File: config.mk
export PLATFORM = sky130hd
export DESIGN_NAME = floppy_cmd_front
export DESIGN_NICKNAME = d
export VERILOG_FILES = /design/src/rtl/fcf_pkg.sv /design/src/rtl/fcf_dor_reg.sv /design/src/rtl/fcf_cmd_fsm.sv /design/src/rtl/fcf_drive_table.sv /design/src/rtl/fcf_result_queue.sv /design/src/rtl/floppy_cmd_front.sv
export SDC_FILE = /design/constraint.sdc
export NUM_CORES = 1
export LEC_CHECK = 0
export BUFFER_PORTS_ARGS = -buffer_cell sky130_fd_sc_hd__buf_2
export CAP_MARGIN = 5
export CORE_MARGIN = 1
export CORE_UTILIZATION = 53
export DETAILED_ROUTE_END_ITERATION = 7
export GPL_TIMING_DRIVEN = 1
export PLACE_DENSITY = 0.74
export SYNTH_ARGS = -nofsm -noshare
export SYNTH_HDL_FRONTEND = slang
export SYNTH_SLANG_ARGS = --single-unit
File: constraint.sdc
create_clock -name clk -period 3.8 [get_ports clk]
set_input_delay 0.76 -clock clk [delete_from_list [all_inputs] [get_ports clk]]
set_output_delay 0.76 -clock clk [all_outputs]
set_load 0.05 [all_outputs]
File: src/rtl/fcf_pkg.sv
package fcf_pkg;

    typedef enum logic [2:0] {
        ST_HELD,
        ST_IDLE,
        ST_PARAM,
        ST_EXEC,
        ST_RESULT
    } fsm_e;

    typedef enum logic [2:0] {
        K_NONE,
        K_SPEC,
        K_RECAL,
        K_SENSE,
        K_SEEK,
        K_INV
    } kind_e;

    localparam logic [4:0] OPC_SPEC  = 5'h03;
    localparam logic [4:0] OPC_RECAL = 5'h07;
    localparam logic [4:0] OPC_SENSE = 5'h08;
    localparam logic [4:0] OPC_SEEK  = 5'h0F;

    localparam int MSR_RQM  = 7;
    localparam int MSR_DIO  = 6;
    localparam int MSR_BUSY = 4;

    localparam logic [7:0] ST0_SEEK_END = 8'h20;
    localparam logic [7:0] ST0_NOT_RDY  = 8'hC0;
    localparam logic [7:0] BYTE_INVALID = 8'h80;

    function automatic kind_e kind_of(input logic [4:0] op);
        case (op)
            OPC_SPEC:  return K_SPEC;
            OPC_RECAL: return K_RECAL;
            OPC_SENSE: return K_SENSE;
            OPC_SEEK:  return K_SEEK;
            default:   return K_INV;
        endcase
    endfunction

    function automatic logic [1:0] nparams(input kind_e k);
        case (k)
            K_SPEC:  return 2'd2;
            K_SEEK:  return 2'd2;
            K_RECAL: return 2'd1;
            default: return 2'd0;
        endcase
    endfunction

endpackage

File: src/rtl/fcf_dor_reg.sv
module fcf_dor_reg (
    input  logic       clk,
    input  logic       rst,
    input  logic       wr,
    input  logic [7:0] wdata,
    output logic [7:0] dor_q,
    output logic       hold_p,
    output logic       release_p
);
    always_ff @(posedge clk) begin
        if (rst)
            dor_q <= 8'h00;
        else if (wr)
            dor_q <= wdata;
    end

    assign hold_p    = wr & ~wdata[2];
    assign release_p = wr & wdata[2] & ~dor_q[2];
endmodule

File: src/rtl/fcf_cmd_fsm.sv
module fcf_cmd_fsm
    import fcf_pkg::*;
#(
    parameter int CW = 4
) (
    input  logic          clk,
    input  logic          rst,
    input  logic          hold_p,
    input  logic          release_p,
    input  logic          dwr,
    input  logic          drd,
    input  logic [7:0]    wdata,
    input  logic [CW-1:0] res_cnt,
    input  logic          q_last,
    output fsm_e          state,
    output kind_e         kind,
    output logic [7:0]    p0,
    output logic [7:0]    p1,
    output logic [7:0]    msr
);
    fsm_e       nxt;
    logic [1:0] pcnt;
    logic [1:0] need;

    always_comb begin
        nxt = state;
        unique case (state)
            ST_HELD:   if (release_p) nxt = ST_IDLE;
            ST_IDLE:   if (dwr) nxt = (nparams(kind_of(wdata[4:0])) == 2'd0) ? ST_EXEC : ST_PARAM;
            ST_PARAM:  if (dwr && (pcnt + 2'd1) == need) nxt = ST_EXEC;
            ST_EXEC:   nxt = (res_cnt != '0) ? ST_RESULT : ST_IDLE;
            ST_RESULT: if (drd && q_last) nxt = ST_IDLE;
            default:   nxt = ST_HELD;
        endcase
        if (hold_p) nxt = ST_HELD;
    end

    always_ff @(posedge clk) begin
        if (rst)
            state <= ST_HELD;
        else
            state <= nxt;
    end

    always_ff @(posedge clk) begin
        if (rst) begin
            kind <= K_NONE;
            need <= 2'd0;
            pcnt <= 2'd0;
            p0   <= 8'h00;
            p1   <= 8'h00;
        end else if (hold_p || state == ST_HELD) begin
            kind <= K_NONE;
            pcnt <= 2'd0;
        end else if (state == ST_IDLE && dwr) begin
            kind <= kind_of(wdata[4:0]);
            need <= nparams(kind_of(wdata[4:0]));
            pcnt <= 2'd0;
        end else if (state == ST_PARAM && dwr) begin
            if (pcnt == 2'd0) p0 <= wdata;
            else              p1 <= wdata;
            pcnt <= pcnt + 2'd1;
        end
    end

    always_comb begin
        msr = 8'h00;
        unique case (state)
            ST_HELD:   msr = 8'h00;
            ST_IDLE:   msr[MSR_RQM] = 1'b1;
            ST_PARAM:  begin msr[MSR_RQM] = 1'b1; msr[MSR_BUSY] = 1'b1; end
            ST_EXEC:   msr[MSR_BUSY] = 1'b1;
            ST_RESULT: begin msr[MSR_RQM] = 1'b1; msr[MSR_DIO] = 1'b1; msr[MSR_BUSY] = 1'b1; end
            default:   msr = 8'h00;
        endcase
    end
endmodule

File: src/rtl/fcf_drive_table.sv
module fcf_drive_table
    import fcf_pkg::*;
#(
    parameter int NDRV = 4,
    parameter int QD   = 2 * NDRV,
    parameter int CW   = $clog2(QD + 1),
    parameter int PW   = $clog2(QD)
) (
    input  logic                 clk,
    input  logic                 rst,
    input  logic                 hold_p,
    input  logic                 release_p,
    input  logic                 exec,
    input  kind_e                kind,
    input  logic [7:0]           p0,
    input  logic [7:0]           p1,
    output logic                 irq,
    output logic [CW-1:0]        res_cnt,
    output logic [QD-1:0][7:0]   res_bytes,
    output logic [7:0]           cfg_a,
    output logic [7:0]           cfg_b
);
    localparam int DW = (NDRV > 1) ? $clog2(NDRV) : 1;

    logic [7:0]      track [NDRV];
    logic [7:0]      st0   [NDRV];
    logic [NDRV-1:0] pend;
    logic [PW-1:0]   pos;
    logic [DW-1:0]   dsel;

    assign dsel = p0[DW-1:0];

    always_comb begin
        res_cnt   = '0;
        res_bytes = '0;
        pos       = '0;
        if (kind == K_INV || (kind == K_SENSE && pend == '0)) begin
            res_cnt      = CW'(1);
            res_bytes[0] = BYTE_INVALID;
        end else if (kind == K_SENSE) begin
            for (int d = 0; d < NDRV; d++) begin
                if (pend[d]) begin
                    res_bytes[pos]          = st0[d];
                    res_bytes[pos + PW'(1)] = track[d];
                    pos     = pos + PW'(2);
                    res_cnt = res_cnt + CW'(2);
                end
            end
        end
    end

    always_ff @(posedge clk) begin
        if (rst) begin
            irq   <= 1'b0;
            pend  <= '0;
            cfg_a <= 8'h00;
            cfg_b <= 8'h00;
            for (int d = 0; d < NDRV; d++) begin
                track[d] <= 8'h00;
                st0[d]   <= 8'h00;
            end
        end else if (hold_p) begin
            irq <= 1'b0;
        end else if (release_p) begin
            irq  <= 1'b1;
            pend <= '1;
            for (int d = 0; d < NDRV; d++)
                st0[d] <= ST0_NOT_RDY | 8'(d);
        end else if (exec) begin
            case (kind)
                K_SEEK: begin
                    track[dsel] <= p1;
                    st0[dsel]   <= ST0_SEEK_END | {5'b0, p0[2:0]};
                    pend[dsel]  <= 1'b1;
                    irq         <= 1'b1;
                end
                K_RECAL: begin
                    track[dsel] <= 8'h00;
                    st0[dsel]   <= ST0_SEEK_END | {{(8-DW){1'b0}}, dsel};
                    pend[dsel]  <= 1'b1;
                    irq         <= 1'b1;
                end
                K_SENSE: begin
                    pend <= '0;
                    irq  <= 1'b0;
                end
                K_SPEC: begin
                    cfg_a <= p0;
                    cfg_b <= p1;
                end
                default: ;
            endcase
        end
    end


    seek_raises_irq_chk: assert property (@(posedge clk) disable iff (rst)
        (exec && kind == K_SEEK && !hold_p) |=> irq);


    sense_drops_irq_chk: assert property (@(posedge clk) disable iff (rst)
        (exec && kind == K_SENSE && !hold_p) |=> !irq);
endmodule

File: src/rtl/fcf_result_queue.sv
module fcf_result_queue #(
    parameter int QD = 8,
    parameter int CW = $clog2(QD + 1),
    parameter int PW = $clog2(QD)
) (
    input  logic               clk,
    input  logic               rst,
    input  logic               flush,
    input  logic               load,
    input  logic [CW-1:0]      load_cnt,
    input  logic [QD-1:0][7:0] load_bytes,
    input  logic               pop,
    output logic [7:0]         head,
    output logic               empty,
    output logic               last
);
    logic [QD-1:0][7:0] mem;
    logic [PW-1:0]      rdp;
    logic [CW-1:0]      lvl;

    always_ff @(posedge clk) begin
        if (load) mem <= load_bytes;
    end

    always_ff @(posedge clk) begin
        if (rst || flush) begin
            lvl <= '0;
            rdp <= '0;
        end else if (load) begin
            lvl <= load_cnt;
            rdp <= '0;
        end else if (pop && lvl != '0) begin
            lvl <= lvl - CW'(1);
            rdp <= rdp + PW'(1);
        end
    end

    assign head  = mem[rdp];
    assign empty = (lvl == '0);
    assign last  = (lvl == CW'(1));


    queue_bound_chk: assert property (@(posedge clk) disable iff (rst)
        lvl <= CW'(QD));
endmodule

File: src/rtl/floppy_cmd_front.sv
module floppy_cmd_front
    import fcf_pkg::*;
#(
    parameter int NDRV = 4
) (
    input  logic       clk,
    input  logic       rst,
    input  logic       dor_sel,
    input  logic       msr_sel,
    input  logic       dat_sel,
    input  logic       wr_en,
    input  logic       rd_en,
    input  logic [7:0] wdata,
    output logic [7:0] rdata,
    output logic       irq_o,
    output logic [3:0] motor_on,
    output logic       dma_on,
    output logic [1:0] drv_sel,
    output logic [7:0] cfg_a,
    output logic [7:0] cfg_b
);
    localparam int QD = 2 * NDRV;
    localparam int CW = $clog2(QD + 1);
    localparam int PW = $clog2(QD);

    logic [7:0]         dor_q;
    logic               hold_p, release_p;
    fsm_e               state;
    kind_e              kind;
    logic [7:0]         p0, p1, msr;
    logic [CW-1:0]      res_cnt;
    logic [QD-1:0][7:0] res_bytes;
    logic [7:0]         q_head;
    logic               q_empty, q_last;
    logic               dwr, drd, exec, q_load, q_pop;

    assign dwr    = dat_sel & wr_en;
    assign drd    = dat_sel & rd_en;
    assign exec   = (state == ST_EXEC);
    assign q_load = exec & (res_cnt != '0) & ~hold_p;
    assign q_pop  = drd & (state == ST_RESULT);

    fcf_dor_reg u_dor (
        .clk(clk), .rst(rst), .wr(dor_sel & wr_en), .wdata(wdata),
        .dor_q(dor_q), .hold_p(hold_p), .release_p(release_p)
    );

    fcf_cmd_fsm #(.CW(CW)) u_fsm (
        .clk(clk), .rst(rst), .hold_p(hold_p), .release_p(release_p),
        .dwr(dwr), .drd(drd), .wdata(wdata), .res_cnt(res_cnt), .q_last(q_last),
        .state(state), .kind(kind), .p0(p0), .p1(p1), .msr(msr)
    );

    fcf_drive_table #(.NDRV(NDRV), .QD(QD), .CW(CW), .PW(PW)) u_tab (
        .clk(clk), .rst(rst), .hold_p(hold_p), .release_p(release_p),
        .exec(exec), .kind(kind), .p0(p0), .p1(p1), .irq(irq_o),
        .res_cnt(res_cnt), .res_bytes(res_bytes), .cfg_a(cfg_a), .cfg_b(cfg_b)
    );

    fcf_result_queue #(.QD(QD), .CW(CW), .PW(PW)) u_q (
        .clk(clk), .rst(rst), .flush(hold_p), .load(q_load),
        .load_cnt(res_cnt), .load_bytes(res_bytes), .pop(q_pop),
        .head(q_head), .empty(q_empty), .last(q_last)
    );

    assign motor_on = dor_q[7:4];
    assign dma_on   = dor_q[3];
    assign drv_sel  = dor_q[1:0];

    always_comb begin
        if (dat_sel)
            rdata = (state == ST_RESULT) ? q_head : BYTE_INVALID;
        else if (msr_sel)
            rdata = msr;
        else if (dor_sel)
            rdata = dor_q;
        else
            rdata = 8'hFF;
    end


    held_irq_low_chk: assert property (@(posedge clk) disable iff (rst)
        (state == ST_HELD) |-> !irq_o);


    release_arms_chk: assert property (@(posedge clk) disable iff (rst)
        $rose(dor_q[2]) |-> (irq_o && state == ST_IDLE));


    result_nonempty_chk: assert property (@(posedge clk) disable iff (rst)
        (state == ST_RESULT) |-> !q_empty);


    last_pop_idle_chk: assert property (@(posedge clk) disable iff (rst)
        (q_pop && q_last && !hold_p) |=> (state == ST_IDLE));
endmodule

==> results of run 1 <==
-- cell type report --
class                      instances  area (sq um)
tap                              184           230
inverter                          11          41.3
fill                            1209          5780
sequential                       167          4310
clock buffer                      20           479
timing repair buffer              61           355
clock inverter                    12          85.1
multi-input combinational        538          3470
-- layout by cell type, fill, tap and decap left out, types with 13 or more instances in the layout --
cell and count:
a222oi_1 24, buf_4 14, clkbuf_16 19, nand2_1 61, edfxtp_1 97, nor3_1 35
nor2_1 152, a22oi_1 26, mux2i_1 41, a21oi_1 32, mux4_2 14, buf_2 46
o21ai_0 13, dfxtp_1 70
-- power by group through the flow --
stage	combinational, mW	sequential (mW)	clock [mW]
final	0.225	1.96	1.65
after global placement	0.214	2.00	0
after global routing	0.243	1.97	1.72
after CTS	0.222	1.96	1.65
after detailed placement	0.221	2.00	0
after floorplan	0.163	1.99	0
-- registers in the layout (all words and copies together) (netlist names), 3 cells and up --
register / count
u_fsm.state: 3
u_tab.pend: 4
u_q.mem: 53
u_tab.st0: 20
u_fsm.kind: 3
u_tab.track: 32
u_tab.cfg_a: 8
u_fsm.p0: 8
u_q.lvl: 4
u_q.rdp: 3
u_dor.dor_q: 8
u_fsm.p1: 8
u_tab.cfg_b: 8
-- per-layer routing --
layer / global-route usage / share of wire
met1: 0.366 / 0.45
met2: 0.404 / 0.44
met3: 0.0442 / 0.077
met4: 0.108 / 0.028
met5: 0 / 0
-- per-stage QoR --
stage	hold slack, ns	setup WS [ns]	std cells	power [mW]	cell area (sq um)
6_report	0.471	0.597	993	3.84	8980
5_1_grt	0.493	0.428	993	3.93	8980
4_1_cts	0.471	0.547	993	3.83	8980
3_5_place_dp	0.460	0.806	961	2.22	8410
3_3_place_gp	0.448	0.888	961	2.21	8410
2_1_floorplan	0.423	0.389	783	2.15	8150
-- worst max-delay path by stage --
stage / start / to / slack (ns)
after floorplan: u_tab.pend[0] / u_q.mem[0] / 0.39
after global placement: u_tab.pend[1] / u_q.mem[50] / 0.89
after detailed placement: u_tab.pend[1] / u_q.mem[58] / 0.81
after CTS: u_q.rdp[0] / rdata[2] / 0.55
after global routing: u_q.rdp[0] / rdata[7] / 0.43
final: u_q.rdp[0] / rdata[7] / 0.60
-- cells in the mapped netlist, drive strengths merged, types with 10 or more instances --
cell	instances
o21ai	14
mux4	14
edfxtp	97
nor2	160
dfxtp	70
nand3	11
a22oi	26
mux2i	41
a21oi	33
clkbuf	39
nor2b	11
nand2	62
inv	10
ha	11
a222oi	24
nor3	36
buf	28
-- worst reg2reg max path, stage by stage (launching register included) --
cell and delay (ns):
dfxtp_1 0.42, inv_1 0.11, ha_1 0.36, xor2_1 0.27, ha_1 0.19, and2_1 0.46
xnor2_1 0.20, o21ai_1 0.17, a21oi_4 0.21, buf_12 0.29
-- logic make-up (layout without fill, tap and decap cells) --
family / count (synthesis) / after routing
simple gates: 325 / 325
other cells: 1 / 4
buf+inv: 78 / 104
xor+xnor: 12 / 12
compound gates: 131 / 131
flops: 167 / 167
mux: 55 / 55
fa+ha+maj: 11 / 11
==> summary.md, run 1 <==
| Metric | Value |
|---|---|
| Clock sink total | `167` |
| First-pass GRT wire length | `31,500 microns` |
| Ys async rst share | `0` |
| RePlAce Congestion | `roughly 0.9` |
| Max Fclk | `about 310 MHz` |
| Antenna-violating nets left | `0` |
| Syn Std Cell Area | `8130 sq um` |
| Crit path buf inv count | `1` |
| Full die area | `~16,000 sq um` |
| DR vias/cell | `about 6` |
| HP Class | `reg2reg` |
| NetSw | `915 uW` |
| Hold Crit Depth | `2` |
| Combinational power share | `0.059` |
| Worst stage delay on the critical path | `0.78 ns` |
| PD cells | `427 nW/um^2` |
| Largest net degree at the start of global routing | `56` |
| Net Sw Frac | `0.239` |
| Seq pwr share | `0.512` |
| Final hold viol count | `0` |
| Slew @ Worst Pin | `1.25 ns` |
| Core area | `14,800 sq um` |
| R2R depth | `9` |
| Synth top area share | `0.358` |
| Initial antenna violation count | `0` |
| Final period util | `0.843` |
| Final Core Density | `0.608` |
| Clock latency on the worst-skew pair | `0.43 ns` |
| Final wirelength | `approximately 20,000 microns` |
| R2r setup slk | `0.77 ns` |
| CP max FO | `11` |
| Seq/Total Area, Yosys | `0.531` |
| Fin nets | `822` |
| Die Wd | `126 microns` |
| Diodes inserted | `0` |
| CP Data Required Time | `roughly 3.0 ns` |
| Clk slew on worst S/H paths | `0.06 ns` |
| CTS tree | `done` |
| CP top delay family | `flip-flops` |
| Final setup viols | `0` |
| Unique masters post-synth | `63` |
| Int Pwr | `2.92 mW` |
| Pins over their slew limit | `0` |
| Clock share of power | `0.429` |
| Post-route DRC | `0` |
| Slew headroom | `0.162` |
| Overflow after GRT | `0` |
| Setup TNS | `0 ns` |
| Hold EP | `u_tab.st0[0][3]` |
| CP Class | `reg2out` |
| Layout area overhead | `10.5%` |
| RSZ-0062 raised after global routing | `false` |
| Compound-Gate Fraction of Synth Area | `0.116` |
| Critical path depth | `5` |
| Critical path arrival | `2.44 ns` |
| Initial Utilization | `0.551` |
| Post-synthesis mux area share | `0.0893` |
| Syn. warnings | `0` |
| XOR/XNOR share of the synthesized area | `0.0146` |
| Reg2reg start | `u_tab.pend[1]` |
| Vias in the first global route | `5,701` |
| Post-detail-place hpwl | `14,900 microns` |
| Drt wl/cell | `20.0 microns` |
| Final Critical Period | `3.20 ns` |
| Top_reg_cell synth | `edfxtp_1` |
| Number of synthesized flops with an enable pin | `97` |
| All-layer global routing usage | `0.261` |
| CP endpoint kind | `primary output` |
| FP Rows | `44` |
| IO Pins | `47` |
| Dominant cells by area after synthesis | `edfxtp_1, dfxtp_1, nor2_1` |
| Critical path launch point type | `flip-flop` |
| Postcts setup bufs | `0` |
| Max cap viols | `0` |
| Peak VDD IR | `0.339 mV` |
| Status | `completed` |
| Leak | `3.11 nW` |
| Resized cells post-CTS | `0` |
| Reg-to-Reg End | `u_q.mem[1]` |
| Post-synthesis register bit count | `167` |
| Hold path startpoint | `u_tab.st0[0][3]` |
| Post-Syn Instances | `780` |
| Main combinational cell family by area after synthesis | `simple AND/OR/NAND/NOR gates` |
| Syn Area/Cell | `10.4 sq um` |
| Die Height | `around 130 microns` |
| Port buffer count | `46` |
| H-tree depth | `4` |
| Via count | `6,096` |
| Total CTS buffers | `17` |
| Post-CTS Hold Buffers | `0` |
| CP max stage cell | `dfxtp_1` |
| Share of layout cells above drive strength 1 | `0.157` |
| Clk_skew | `0.00883 ns` |
| Area leader, netlist | `edfxtp_1` |
| Clock Root Buffer | `clkbuf_16` |
| Pre-Repair DR Iteration Count | `6` |
| DRT iter0 DRCs | `approximately 760` |
| CP Cell Sequence | `mux4_2 -> nor2b_1 -> a211oi_1 -> a21oi_1 -> buf_2` |
| Post-Synth Adder-Cell Area | `0.0169` |
| Post-Synth Simple-Gate Area | `0.188` |
| CTS max path bufs | `2` |
No activity file was read; power rests on OpenSTA's default activity.
==> inputs of run 2 (changes only) <==
Settings changed: PLACE_DENSITY 0.74 to 0.71.
Clock period 3.8 ns to 3.3 ns, I/O delays scaled along.
==> run 2 against run 1 <==
  * Setup slack worse by 0.35 ns
  * Largest cell class unchanged
  * Count of clock-buffer cells in the layout down 1
  * Sequential cell count unchanged
  * Critical endpoint is now u_q.mem[18]
  * Critical path type is now reg2reg
==> summary.md, run 2 (same netlist as run 1, synthesis figures left out) <==
| Metric | Value |
|---|---|
| Share of layout cells above drive strength 1 | `0.162` |
| Final setup viols | `0` |
| CTS tree | `done` |
| Final period util | `0.924` |
| DRT iter0 DRCs | `just over 700` |
| Leak | `~3.1 nW` |
| Setup TNS | `0 ns` |
| Initial Utilization | `0.551` |
| Clock Root Buffer | `clkbuf_16` |
| Core area | `14,800 sq um` |
| Final Critical Period | `3.05 ns` |
| Post-detail-place hpwl | `about 14,000 microns` |
| RePlAce Congestion | `between 0.8 and 0.9` |
| Final hold viol count | `0` |
| DR vias/cell | `approximately 6` |
| Max reg flops | `53` |
| Clock share of power | `0.441` |
| Status | `completed` |
| Overflow after GRT | `0` |
| Postcts setup bufs | `0` |
| Final Worst Setup Slack | `approximately 0.25 ns` |
| Max Fclk | `between 300 and 400 MHz` |
| CP max stage cell | `xnor2_1` |
| Largest net degree at the start of global routing | `56` |
| Net Sw Frac | `0.235` |
| IO Pins | `47` |
| CP Cell Sequence | `inv_1 -> ha_2 -> nor2b_1 -> or2_2 -> ha_1 -> and2_1 -> xnor2_1 -> o21ai_2 -> a21oi_4 -> buf_12` |
| H-tree depth | `4` |
| HP Class | `reg2reg` |
| CP Data Required Time | `3.40 ns` |
| Layout area overhead | `11.0%` |
| Die Wd | `126 microns` |
| Worst stage delay on the critical path | `~0.36 ns` |
| Dpl ws | `0.193 ns` |
| Clock sink total | `167` |
| Initial antenna violation count | `0` |
| PD cells | `500 nW/um^2` |
| CP max FO | `55` |
| Clk slew on worst S/H paths | `approximately 0.070 ns` |
| Port buffer count | `46` |
| Full die area | `15,800 sq um` |
| Max cap viols | `0` |
| Fin nets | `822` |
| Diodes inserted | `0` |
| NetSw | `1.06 mW` |
| Antenna-violating nets left | `0` |
| Die Height | `~130 microns` |
| Seq pwr share | `0.501` |
| Clk_skew | `0.00794 ns` |
| Slew @ Worst Pin | `~0.85 ns` |
| Commonest cells after routing, fill and taps aside | `nor2_1, edfxtp_1, dfxtp_1` |
| CTS max path bufs | `2` |
| Peak VDD IR | `0.349 mV` |
| Critical path arrival | `3.15 ns` |
| Vias in the first global route | `5,564` |
| Drt wl/cell | `18.8 microns` |
| RSZ-0062 raised after global routing | `false` |
| Pre-Repair DR Iteration Count | `6` |
| Commonest non-fill, non-tap cell in the layout | `nor2_1` |
| Clock latency on the worst-skew pair | `roughly 0.43 ns` |
| Slew headroom | `0.430` |
| Total CTS buffers | `17` |
| FP Rows | `44` |
| Post-route DRC | `0` |
| Int Pwr | `between 3 and 4 mW` |
| Via count | `approximately 6,000` |
| All-layer global routing usage | `0.244` |
| Combinational power share | `0.058` |
| Biggest register | `u_q.mem` |
| CP Class | `reg2reg` |
| Final wirelength | `18,700 microns` |
| Top Registers | `u_q.mem (53), u_tab.track (32), u_tab.st0 (20)` |
| Pins over their slew limit | `0` |
| First-pass GRT wire length | `29,500 microns` |
| CP endpoint kind | `flip-flop` |
| Critical path launch point type | `flip-flop` |
==> run 2: critical path: cells and delay by family, from the launching register on <==
family,cells,cell delay [ns]
compound gates,2,0.32
xor+xnor,1,0.36
fa+ha+maj,2,0.51
buf+inv,2,0.39
flops,1,0.35
simple gates,3,0.74
==> run 2: path summary, 6_finish.rpt <==
path	to	cells past startpoint	slack (ns)	start
max	u_q.mem[18]	10	0.25	u_tab.pend[1]
min	u_tab.st0[0][3]	2	0.47	u_tab.st0[0][3]
max reg2reg	u_q.mem[18]	10	0.25	u_tab.pend[1]
min reg2reg	u_tab.st0[0][3]	2	0.47	u_tab.st0[0][3]
==> run 2: layer usage <==
layer | wire length [microns] | vias up | track usage
li1 | - | 2865 | -
met1 | 8370 | 2843 | 0.334
met2 | 8400 | 275 | 0.378
met3 | 1570 | 24 | 0.0667
met4 | 323 | 0 | 0.0787
met5 | 0 | - | 0
==> run 2: cell type report <==
class,count,area (sq um)
Fill cell,1187,5730
Multi-Input combinational cell,538,3480
Tap cell,184,230
Clock buffer,19,475
Inverter,11,41.3
Clock inverter,13,130
Sequential cell,167,4310
Timing Repair Buffer,61,355
==> run 2: repair_timing <==
item,CTS,global route
resized for setup,0,1
endpoints found under the setup margin,0,54
hold buffers,0,0
==> run 2: through the flow <==
step / cells / instance area (sq um) / hold slack, ns / utilization / total power [mW]
finish: 993 / 9020 / 0.468 / 0.612 / 4.51
global route: 993 / 9020 / 0.497 / 0.612 / 4.65
CTS: 993 / 9020 / 0.469 / 0.612 / 4.53
detailed placement: 961 / 8420 / 0.458 / 0.570 / 2.56
global placement: 961 / 8420 / 0.452 / 0.570 / 2.55
floorplan: 783 / 8150 / 0.423 / - / 2.48
==> run 2: power by group through the flow <==
stage	clock network [mW]	registers [mW]	logic, mW
after floorplan	0	2.29	0.188
after global placement	0	2.30	0.250
after detailed placement	0	2.31	0.255
after CTS	2.02	2.26	0.256
after global routing	2.10	2.26	0.282
final	1.99	2.26	0.261
==> inputs of run 3 (changes only) <==
Settings changed: ABC_AREA from default to 1.
==> run 3 against run 2 <==
  * Power is 0.84% lower
  * Critical path depth is 4 lower
  * Combinational power shrank 15%
  * Utilization decreased by 0.63 points
  * Fmax grew 5.5%
  * Clock skew up 0.0050 ns
  * Routed wire length is 8.2% higher
==> summary.md, run 3 <==
| Metric | Value |
|---|---|
| Dominant cells by area after synthesis | `edfxtp_1, dfxtp_1, nand2_1` |
| Status | `completed` |
| Post-detail-place hpwl | `14,900 microns` |
| Multi-input gate area | `3350 sq um` |
| CTS tree | `done` |
| Max cap viols | `0` |
| CP Cell Sequence | `inv_1 -> o21ai_0 -> o22ai_1 -> o211ai_1 -> nand2_1 -> buf_2` |
| Fin nets | `about 1,000` |
| Top_reg_cell synth | `edfxtp_1` |
| PD cells | `486 nW/um^2` |
| DR vias/cell | `5.64` |
| Post-synthesis register bit count | `167` |
| DRT iter0 DRCs | `693` |
| Commonest cells after routing, fill and taps aside | `nand2_1, nor2_1, o21ai_0` |
| Leak | `3.49 nW` |
| Synth top area share | `0.354` |
| Final setup viols | `0` |
| Die Wd | `between 100 and 150 microns` |
| IO Pins | `between 40 and 50` |
| Clock sink total | `167` |
| Pins over their slew limit | `0` |
| Post-route DRC | `0` |
| HP Class | `reg2reg` |
| Slew headroom | `0.514` |
| Unique masters post-synth | `43` |
| Clock latency on the worst-skew pair | `0.44 ns` |
| CP Class | `reg2out` |
| Crit path buf inv count | `2` |
| Final hold viol count | `0` |
| Commonest non-fill, non-tap cell in the layout | `nand2_1` |
| Total CTS buffers | `17` |
| Max reg flops | `53` |
| Clock Root Buffer | `clkbuf_16` |
| Worst stage delay on the critical path | `between 0.5 and 0.6 ns` |
| CP max stage cell | `inv_1` |
| Number of synthesized flops with an enable pin | `97` |
| Final Cell Area | `9200 sq um` |
| Biggest register | `u_q.mem` |
| Peak VDD IR | `between 0.3 and 0.4 mV` |
| Antenna-violating nets left | `0` |
| Postcts setup bufs | `0` |
| Post-Syn Instances | `979` |
| RePlAce Congestion | `approximately 0.87` |
| Pre-Repair DR Iteration Count | `5` |
| Overflow after GRT | `0` |
| Fillers | `~1,300` |
| Via count | `slightly below 7,000` |
| Critical path arrival | `2.23 ns` |
| H-tree depth | `4` |
| FP Rows | `45` |
| Core area | `15,200 sq um` |
| Resized cells post-CTS | `0` |
| Layout area overhead | `11.8%` |
| Vias in the first global route | `5,879` |
| Final Critical Period | `2.89 ns` |
| Max Fclk | `346 MHz` |
| Critical path launch point type | `flip-flop` |
| Largest net degree at the start of global routing | `54` |
| Final period util | `0.876` |
| Initial antenna violation count | `0` |
| Post-CTS Hold Buffers | `0` |
| CP Data Required Time | `2.64 ns` |
| RSZ-0062 raised after global routing | `false` |
| WHS | `0.457 ns` |
| Full die area | `16,000 sq um` |
| Ys async rst share | `0` |
| Commonest cells in the netlist | `nand2_1, nor2_1, o21ai_0, edfxtp_1, a21oi_1` |
| CP endpoint kind | `primary output` |
| Port buffer count | `46` |
| Area leader, netlist | `edfxtp_1` |
| Setup TNS | `0 ns` |
| First-pass GRT wire length | `31,700 microns` |
| Seq/Total Area, Yosys | `0.524` |
| Initial Utilization | `0.541` |
| All-layer global routing usage | `0.259` |
| Clk slew on worst S/H paths | `0.08 ns` |
| Clk_skew | `0.0129 ns` |
| Die Height | `127 microns` |
| Sequential cell area | `4310 sq um` |
| CP top delay family | `buffers and inverters` |
| Top-count cell post-synth | `nand2_1` |
| CTS max path bufs | `2` |
| Share of layout cells above drive strength 1 | `0.131` |
| Slew @ Worst Pin | `0.721 ns` |
| Final wirelength | `20,200 microns` |
| Cell Area, Placed | `8600 sq um` |
| CP max FO | `22` |
| Syn. warnings | `0` |
| Top Registers | `u_q.mem (53), u_tab.track (32), u_tab.st0 (20)` |
| Diodes inserted | `0` |
| Syn Std Cell Area | `8230 sq um` |
| Syn Area/Cell | `8.41 sq um` |
| Drt wl/cell | `between 15 and 20 microns` |
[run 3: kinds of logic after synthesis]
| group | after synthesis | share of synthesized area |
|---|---|---|
| AOI/OAI and AO/OA | 254 | 0.169 |
| buffers and inverters | 141 | 0.0710 |
| and+or+nand+nor | 401 | 0.214 |
| adders and majority gates | 11 | 0.0167 |
| xor gates and xnor gates | 4 | 0.00426 |
| DFF | 167 | 0.524 |
| other | 1 | 0.000456 |
[run 3: final timing paths]
path	from	end	slack, ns	cells after the start
min reg2reg	u_fsm.p0[7]	u_fsm.p0[7]	0.46	2
min	u_fsm.p0[7]	u_fsm.p0[7]	0.46	2
max reg2reg	u_tab.pend[0]	u_q.mem[26]	0.53	17
max	u_q.rdp[0]	rdata[5]	0.41	6
[run 3: metal layers]
| layer | vias up | part of all wire | track usage | routed length, microns |
|---|---|---|---|---|
| met3 | 18 | 0.059 | 0.0396 | 1180 |
| li1 | 3421 | - | - | - |
| met2 | 236 | 0.45 | 0.401 | 9080 |
| met1 | 3153 | 0.48 | 0.379 | 9740 |
| met5 | - | 0 | 0 | 0 |
| met4 | 0 | 0.0086 | 0.0702 | 173 |
[run 3: cell type report]
type	instances	area share
flip-flops and latches	167	0.469
multi-input cells	674	0.364
clock buffers	18	0.0489
repair buffers	63	0.0402
inverters	86	0.0358
well taps	188	0.0256
clock inverters	14	0.0166
[run 3: worst min-delay path: cells and delay by family (launching register included)]
family	cells	cell delay, ns
DFF	1	0.30
AOI/OAI and AO/OA	1	0.06
buffers and inverters	1	0.06
[run 3: power by group]
| part | switching [mW] | internal (mW) |
|---|---|---|
| combinational | 0.166 | 0.0575 |
| clock | 0.934 | 1.06 |
| sequential | 0.0362 | 2.22 |
| total | 1.14 | 3.34 |
[run 3: metrics by stage]
stage               std cells   util  total power [mW]  worst slack [ns]
finish                   1210  0.605              4.47             0.408
global route             1210  0.605              4.60             0.212
CTS                      1210  0.605              4.48             0.178
detailed placement       1178  0.566              2.53             0.527
global placement         1178  0.566              2.52             0.525
floorplan                 982      -              2.46            0.0132
